**src/rtl/hzd_pkg.sv**
```systemverilog
package hzd_pkg;
  localparam int FWD_W = 3;
  localparam int PC_W  = 2;

  typedef enum logic [FWD_W-1:0] {
    FWD_REG      = 3'd0,
    FWD_EXE      = 3'd1,
    FWD_MEM_ALU  = 3'd2,
    FWD_MEM_LOAD = 3'd3,
    FWD_WB       = 3'd4
  } hzd_fwd_e;

  typedef enum logic [PC_W-1:0] {
    PC_PREDICT  = 2'd0,
    PC_FALLTHRU = 2'd1,
    PC_RETADDR  = 2'd2
  } hzd_pc_e;
endpackage

```
**src/rtl/hzd_fwd_mux.sv**
```systemverilog
module hzd_fwd_mux
  import hzd_pkg::*;
#(
  parameter int REG_W = 4
) (
  input  logic             clk,
  input  logic             rst,
  input  logic [REG_W-1:0] src,
  input  logic [REG_W-1:0] e_dst,
  input  logic             e_is_load,
  input  logic [REG_W-1:0] m_dst,
  input  logic             m_is_load,
  input  logic [REG_W-1:0] w_dst,
  output hzd_fwd_e         sel
);
  localparam logic [REG_W-1:0] NONE_ID = '1;

  // Youngest producer first; a load in execute has no value yet, so it is skipped
  always_comb begin
    sel = FWD_REG;
    if (src != NONE_ID) begin
      if ((src == e_dst) && !e_is_load) begin
        sel = FWD_EXE;
      end else if (src == m_dst) begin
        sel = m_is_load ? FWD_MEM_LOAD : FWD_MEM_ALU;
      end else if (src == w_dst) begin
        sel = FWD_WB;
      end
    end
  end

  AST_NO_BACKWARD_PATH: assert property (@(posedge clk) disable iff (rst) e_is_load |-> sel != FWD_EXE);
  AST_NONE_READS_REGFILE: assert property (@(posedge clk) disable iff (rst) (src == NONE_ID) |-> sel == FWD_REG);
endmodule

```
**src/rtl/hzd_interlock.sv**
```systemverilog
module hzd_interlock #(
  parameter int REG_W   = 4,
  parameter int NUM_SRC = 2
) (
  input  logic                     clk,
  input  logic                     rst,
  input  logic [NUM_SRC*REG_W-1:0] d_src,
  input  logic                     d_is_ret,
  input  logic [REG_W-1:0]         e_dst,
  input  logic                     e_is_load,
  input  logic                     e_is_jcc,
  input  logic                     e_taken,
  input  logic                     e_is_ret,
  input  logic                     m_is_ret,
  output logic                     squash,
  output logic                     f_stall,
  output logic                     d_stall,
  output logic                     d_bubble,
  output logic                     e_bubble
);
  localparam logic [REG_W-1:0] NONE_ID = '1;

  logic [NUM_SRC-1:0] hit;
  logic               lu_raw;
  logic               load_use;
  logic               ret_busy;

  for (genvar g = 0; g < NUM_SRC; g++) begin : g_hit
    assign hit[g] = (d_src[g*REG_W +: REG_W] == e_dst);
  end

  assign squash   = e_is_jcc && !e_taken;
  assign lu_raw   = e_is_load && (e_dst != NONE_ID) && (|hit);
  assign load_use = lu_raw && !squash;
  assign ret_busy = d_is_ret || e_is_ret || m_is_ret;

  always_comb begin
    f_stall  = !squash && (load_use || ret_busy);
    d_stall  = load_use;
    d_bubble = squash || (ret_busy && !load_use);
    e_bubble = squash || load_use;
  end

  AST_HOLD_IMPLIES_FETCH_HOLD: assert property (@(posedge clk) disable iff (rst) d_stall |-> (f_stall && e_bubble));
  AST_SQUASH_NO_HOLD: assert property (@(posedge clk) disable iff (rst) (e_bubble && d_bubble) |-> !d_stall);
  AST_HOLD_OR_BUBBLE: assert property (@(posedge clk) disable iff (rst) !(d_stall && d_bubble));
endmodule

```
**src/rtl/hzd_pc_select.sv**
```systemverilog
module hzd_pc_select
  import hzd_pkg::*;
(
  input  logic    clk,
  input  logic    rst,
  input  logic    squash,
  input  logic    w_is_ret,
  output hzd_pc_e pc_sel
);
  logic squash_q;

  // The wrong-guess jump always moves on to memory, so one flop marks that cycle
  always_ff @(posedge clk) begin
    if (rst) squash_q <= 1'b0;
    else     squash_q <= squash;
  end

  always_comb begin
    if (squash_q)      pc_sel = PC_FALLTHRU;
    else if (w_is_ret) pc_sel = PC_RETADDR;
    else               pc_sel = PC_PREDICT;
  end

  AST_FALLTHRU_NEXT: assert property (@(posedge clk) disable iff (rst) squash |=> pc_sel == PC_FALLTHRU);
endmodule

```
**src/rtl/hzd_ctrl.sv**
```systemverilog
module hzd_ctrl
  import hzd_pkg::*;
#(
  parameter int REG_W   = 4,
  parameter int NUM_SRC = 2
) (
  input  logic                     clk,
  input  logic                     rst,
  input  logic [NUM_SRC*REG_W-1:0] d_src,
  input  logic                     d_is_ret,
  input  logic [REG_W-1:0]         e_dst,
  input  logic                     e_is_load,
  input  logic                     e_is_jcc,
  input  logic                     e_taken,
  input  logic                     e_is_ret,
  input  logic [REG_W-1:0]         m_dst,
  input  logic                     m_is_load,
  input  logic                     m_is_ret,
  input  logic [REG_W-1:0]         w_dst,
  input  logic                     w_is_ret,
  output logic [NUM_SRC*FWD_W-1:0] fwd_sel,
  output logic                     f_stall,
  output logic                     d_stall,
  output logic                     d_bubble,
  output logic                     e_bubble,
  output logic [PC_W-1:0]          pc_sel
);
  hzd_fwd_e sel_w [NUM_SRC];
  hzd_pc_e  pc_w;
  logic     squash;

  for (genvar g = 0; g < NUM_SRC; g++) begin : g_opnd
    hzd_fwd_mux #(.REG_W(REG_W)) i_fwd (
      .clk       (clk),
      .rst       (rst),
      .src       (d_src[g*REG_W +: REG_W]),
      .e_dst     (e_dst),
      .e_is_load (e_is_load),
      .m_dst     (m_dst),
      .m_is_load (m_is_load),
      .w_dst     (w_dst),
      .sel       (sel_w[g])
    );
    assign fwd_sel[g*FWD_W +: FWD_W] = sel_w[g];
  end

  hzd_interlock #(.REG_W(REG_W), .NUM_SRC(NUM_SRC)) i_lock (
    .clk       (clk),
    .rst       (rst),
    .d_src     (d_src),
    .d_is_ret  (d_is_ret),
    .e_dst     (e_dst),
    .e_is_load (e_is_load),
    .e_is_jcc  (e_is_jcc),
    .e_taken   (e_taken),
    .e_is_ret  (e_is_ret),
    .m_is_ret  (m_is_ret),
    .squash    (squash),
    .f_stall   (f_stall),
    .d_stall   (d_stall),
    .d_bubble  (d_bubble),
    .e_bubble  (e_bubble)
  );

  hzd_pc_select i_pc (
    .clk      (clk),
    .rst      (rst),
    .squash   (squash),
    .w_is_ret (w_is_ret),
    .pc_sel   (pc_w)
  );

  assign pc_sel = pc_w;

  AST_RESET_PREDICT: assert property (@(posedge clk) rst |=> (rst |-> pc_sel == PC_PREDICT));
endmodule

```
**config.mk**
```make
export PLATFORM = sky130hd
export DESIGN_NAME = hzd_ctrl
export DESIGN_NICKNAME = d
export VERILOG_FILES = /design/src/rtl/hzd_pkg.sv /design/src/rtl/hzd_fwd_mux.sv /design/src/rtl/hzd_interlock.sv /design/src/rtl/hzd_pc_select.sv /design/src/rtl/hzd_ctrl.sv
export SDC_FILE = /design/constraint.sdc
export NUM_CORES = 1
export LEC_CHECK = 0
export BUFFER_PORTS_ARGS = -buffer_cell sky130_fd_sc_hd__buf_2
export CAP_MARGIN = 20
export CELL_PAD_IN_SITES_DETAIL_PLACEMENT = 1
export CELL_PAD_IN_SITES_GLOBAL_PLACEMENT = 1
export CORE_AREA = 2 2 46 48
export DETAILED_ROUTE_END_ITERATION = 10
export DIE_AREA = 0 0 48 50
export GPL_ROUTABILITY_DRIVEN = 0
export PLACE_DENSITY = 0.81
export SYNTH_ARGS = -nofsm -noshare
export SYNTH_HDL_FRONTEND = slang
export SYNTH_SLANG_ARGS = --single-unit
```
**constraint.sdc**
```tcl
create_clock -name clk -period 1.6 [get_ports clk]
set_input_delay 0.08 -clock clk [delete_from_list [all_inputs] [get_ports clk]]
set_output_delay 0.08 -clock clk [all_outputs]
set_load 0.1 [all_outputs]
```
==> results of run 1 <==
cells in the mapped netlist, drive strengths merged:
cell type | count | area share
nor3 | 3 | 0.033
nand4 | 7 | 0.095
nand2b | 1 | 0.014
nor2 | 2 | 0.016
dfxtp | 1 | 0.043
xor2 | 8 | 0.15
or2 | 2 | 0.027
nor4 | 2 | 0.092
a21boi | 2 | 0.049
and3 | 2 | 0.027
a21oi | 2 | 0.022
xnor2 | 16 | 0.30
nand2 | 4 | 0.033
a21o | 1 | 0.019
buf | 1 | 0.016
nor2b | 2 | 0.027
o21ai | 3 | 0.033
how the worst max path moves through the flow:
| stage | from | to | slack (ns) | depth (start not counted) |
|---|---|---|---|---|
| floorplan | d_src[3] | d_bubble | -0.23 | 4 |
| global placement | d_src[3] | fwd_sel[0] | 0.21 | 6 |
| detailed placement | d_src[5] | fwd_sel[3] | 0.19 | 6 |
| CTS | d_src[5] | fwd_sel[3] | 0.19 | 6 |
| global route | d_src[6] | fwd_sel[4] | 0.11 | 6 |
| finish | d_src[3] | fwd_sel[0] | 0.20 | 6 |
critical path: cells and delay by family:
| kind | cells | cell delay (ns) |
|---|---|---|
| buf+inv | 2 | 0.34 |
| compound gates | 1 | 0.20 |
| simple gates | 2 | 0.50 |
| xor+xnor | 1 | 0.19 |
layout make-up:
class | count | share of cell area
well taps | 27 | 0.0393
multi-input cells | 57 | 0.541
flip-flops and latches | 1 | 0.0233
repair buffers | 41 | 0.396
layer usage:
metal  wire (um)  share of wire  track usage  up-vias
li1            -              -            -      287
met1         612           0.38        0.200      277
met2         938           0.58        0.289       19
met3          72          0.044      0.00366        0
met4           0              0            0        0
met5           0              0            0        -
kinds of logic after synthesis:
kind of cell | after synthesis | synth area share
DFF | 1 | 0.0434
xor gates and xnor gates | 24 | 0.455
buffers and inverters | 1 | 0.0163
AOI/OAI and AO/OA | 8 | 0.122
and+or+nand+nor | 25 | 0.363
where the power goes:
group	internal (mW)	switching, mW	leakage (nW)
sequential	0.0265	0.000558	0.00822
clock	0	0	0
combinational	0.133	0.237	0.341
total	0.159	0.237	0.349
==> flow_metrics.env, run 1 <==
export IMPL_top_register="i_pc.squash_q"
export IMPL_row_count=16
export IMPL_core_area_sq_um=1900
export IMPL_seqCellArea_sq_um=20.0
export IMPL_drc_errors=0
export IMPL_final_nets=131
export IMPL_synthDistinctLibCells=17
export IMPL_reg_top3="i_pc.squash_q: 1 flops"
export IMPL_grt_start_max_net_pins=6
export IMPL_hp_class="in2reg"
export IMPL_path_cells="buf_2 -> xor2_1 -> nor4_4 -> nand2_1 -> a21boi_2 -> buf_12"
export IMPL_fp_dieArea_sq_um=2400
export IMPL_yosysWarnings=0
export IMPL_relSlewSlack=0.676
export IMPL_vias_per_cell=4.63
export IMPL_drv_cap=0
export IMPL_path_max_fanout=4
export IMPL_drive_gt1_frac=0.515
export IMPL_placed_area_sq_um=860
export IMPL_dp_slack_ns=0.189
export IMPL_finalWirelength_um=1620
export IMPL_vdd_ir_drop_worst_mv=0.236
export IMPL_grt_pass1_wl_um=2840
export IMPL_vias=583
export IMPL_crit_type="in2out"
export IMPL_finalHoldViolCount=0
export IMPL_timing_fmax_ghz=0.716
export IMPL_drtPass1Iterations=1
export IMPL_cts_resized=0
export IMPL_synth_cells=59
export IMPL_hpwl_um=1540
export IMPL_syn2layout_area_growth_pct=86.2
export IMPL_syn_cell_area_sq_um=462
export IMPL_hp_start="rst"
export IMPL_drt_iter0_drc=0
export IMPL_track_usage=0.155
export IMPL_syn_avg_cell_area_sq_um=7.83
export IMPL_grt_setup_unrepaired="false"
export IMPL_synth_fp_nets=89
export IMPL_whs_endpoint="i_pc.squash_q"
export IMPL_drv_slew=0
export IMPL_antenna_found_initial=0
export IMPL_p_leak_nw=0.349
export IMPL_crit_required_ns=1.52
export IMPL_start_util=0.243
export IMPL_min_path_cells=2
export IMPL_worst_slew_pin_slew_ns=0.489
export IMPL_multi_input_area_sq_um=465
export IMPL_status="finished, final reports clean"
export IMPL_placed_cells=126
export IMPL_die_x_um=48
export IMPL_ios=42
export IMPL_cellPowerDensity_nw_per_um2=461
export IMPL_power_total_uw=397
export IMPL_final_setup_viol_count=0
export IMPL_seq_area_frac_synth=0.0434
export IMPL_cpMaxStageDelayCell="nor4_4"
export IMPL_clkTransAtPathRegs_ns=0
export IMPL_period_share=0.873
export IMPL_fin_util=0.452
export IMPL_whs_ns=0.247
export IMPL_ys_ff_latch=1
export IMPL_slowest_delay_ns=0.38
export IMPL_fin_crit_ns=1.40
export IMPL_io_buffer_count=41
export IMPL_nFillCells=239
export IMPL_final_common_cell="buf_2"
export IMPL_grt_ovfl_total=0
export IMPL_cts_setup_buffers=0
export IMPL_stdcell_area_sq_um=860
export IMPL_antenna_cells=0
export IMPL_die_y_um=50
export IMPL_startpoint_type="primary input"
export IMPL_drtAntennaViolNets=0
export IMPL_crit_path_end_kind="output port"
export IMPL_wl_per_cell_um=12.9
export IMPL_largest_reg_flops=1
export IMPL_arrival_ns=1.32
export IMPL_timing_final_ws_setup_ns=0.203
export IMPL_final_cell_mix="buf_2 (32), xnor2_1 (16), buf_12 (9)"
export IMPL_first_global_vias=640
export IMPL_hold_buffers=0
export IMPL_setup_tns_ns=0
export IMPL_final_cell_count_no_fill=126
(Power assumes the default switching activity.)
==> run 2: changes to the inputs <==
--- a/config.mk
+++ b/config.mk
@@ -13,7 +13,7 @@
 export DETAILED_ROUTE_END_ITERATION = 10
 export DIE_AREA = 0 0 48 50
 export GPL_ROUTABILITY_DRIVEN = 0
-export PLACE_DENSITY = 0.81
+export PLACE_DENSITY_LB_ADDON = 0.15
 export SYNTH_ARGS = -nofsm -noshare
 export SYNTH_HDL_FRONTEND = slang
 export SYNTH_SLANG_ARGS = --single-unit
==> run 2 against run 1 <==
Hold slack got worse by 0.0080 ns. Final cell count did not move. Sequential power barely moved. Via count fell by 2.6%. Final area did not move. Highest routed layer unchanged. Combinational power fell by 1%. Critical path type unchanged. Critical path depth did not move. Global-route usage fell by 1.8 points. Sequential share of layout area did not move. Maximum frequency rose by 2.0%. Critical endpoint is now fwd_sel[3].
==> flow_metrics.env, run 2 (synthesis results as in run 1) <==
export IMPL_start_util=0.243
export IMPL_period_share=0.856
export IMPL_hp_class="in2reg"
export IMPL_cpMaxStageDelayCell="nor4_4"
export IMPL_path_cells="buf_2 -> xor2_1 -> nor4_4 -> nand2_1 -> a21boi_2 -> buf_12"
export IMPL_cts_setup_buffers=0
export IMPL_grt_setup_unrepaired="false"
export IMPL_status="finished, final reports clean"
export IMPL_crit_path_end_kind="output port"
export IMPL_fin_crit_ns=1.37
export IMPL_grt_start_max_net_pins=6
export IMPL_crit_required_ns=1.52
export IMPL_placed_cells=126
export IMPL_slowest_delay_ns=0.38
export IMPL_endpoint="fwd_sel[3]"
export IMPL_startpoint="d_src[5]"
export IMPL_timing_fmax_ghz=0.730
export IMPL_p_leak_nw=0.349
export IMPL_fin_util=0.452
export IMPL_arrival_ns=1.29
export IMPL_track_usage=0.136
export IMPL_first_global_vias=604
export IMPL_die_x_um=48
export IMPL_die_y_um=50
export IMPL_syn2layout_area_growth_pct=86.2
export IMPL_final_setup_viol_count=0
export IMPL_final_common_cell="buf_2"
export IMPL_placed_area_sq_um=860
export IMPL_startpoint_type="primary input"
export IMPL_crit_type="in2out"
export IMPL_stdcell_area_sq_um=860
export IMPL_final_cell_count_no_fill=126
export IMPL_worst_slew_pin_slew_ns=0.490
export IMPL_antenna_found_initial=0
export IMPL_vdd_ir_drop_worst_mv=0.157
export IMPL_power_total_uw=392
export IMPL_fp_dieArea_sq_um=2400
export IMPL_clkTransAtPathRegs_ns=0
export IMPL_top_register="i_pc.squash_q"
export IMPL_antenna_cells=0
export IMPL_drt_iter0_drc=2
export IMPL_ios=42
export IMPL_cts_resized=0
export IMPL_wl_per_cell_um=11.9
export IMPL_largest_reg_flops=1
export IMPL_drv_cap=0
export IMPL_reg_top3="i_pc.squash_q: 1 flops"
export IMPL_core_area_sq_um=1900
export IMPL_drv_slew=0
export IMPL_drive_gt1_frac=0.515
export IMPL_io_buffer_count=41
export IMPL_cellPowerDensity_nw_per_um2=456
export IMPL_vias=568
export IMPL_hpwl_um=1450
export IMPL_drc_errors=0
export IMPL_final_nets=131
export IMPL_vias_per_cell=4.51
export IMPL_relSlewSlack=0.675
export IMPL_drtPass1Iterations=2
export IMPL_row_count=16
export IMPL_path_max_fanout=4
export IMPL_grt_pass1_wl_um=2530
export IMPL_hold_buffers=0
export IMPL_grt_ovfl_total=0
export IMPL_finalWirelength_um=1490
export IMPL_final_cell_mix="buf_2 (32), xnor2_1 (16), buf_12 (9)"
export IMPL_finalHoldViolCount=0
export IMPL_drtAntennaViolNets=0
-- run 2: layout make-up --
cell class / count / area, sq um
Fill cell: 242 / 1040
Multi-Input combinational cell: 57 / 465
Sequential cell: 1 / 20.0
Tap cell: 27 / 33.8
Timing Repair Buffer: 41 / 340
-- run 2: how the worst min path moves through the flow --
stage          slack [ns]  cells after the start  start       endpoint
3_5_place_dp         0.24                      2    rst  i_pc.squash_q
6_report             0.24                      2    rst  i_pc.squash_q
2_1_floorplan        0.15                      1    rst  i_pc.squash_q
4_1_cts              0.24                      2    rst  i_pc.squash_q
3_3_place_gp         0.24                      2    rst  i_pc.squash_q
5_1_grt              0.27                      2    rst  i_pc.squash_q
-- run 2: per-stage QoR --
stage	hold WS [ns]	setup WS [ns]	setup TNS, ns
floorplan	0.152	-0.232	-0.331
global placement	0.239	0.216	0
detailed placement	0.240	0.218	0
CTS	0.240	0.213	0
global route	0.270	0.154	0
finish	0.239	0.230	0
-- run 2: worst max-delay path: cells and delay by family --
family	cells	cell delay, ns
AOI/OAI and AO/OA	1	0.19
xor gates and xnor gates	1	0.18
buffers and inverters	2	0.33
and+or+nand+nor	2	0.50
-- run 2: layer usage --
layer / vias up / GRT usage / wire length, um
met3: 0 / 0.00366 / 109
met5: - / 0 / 0
met1: 257 / 0.183 / 622
met4: 0 / 0 / 0
met2: 22 / 0.247 / 762
li1: 289 / - / -
-- run 2: power breakdown --
group | internal, mW | switching [mW]
clock | 0 | 0
combinational | 0.133 | 0.232
sequential | 0.0265 | 0.000570
total | 0.159 | 0.233
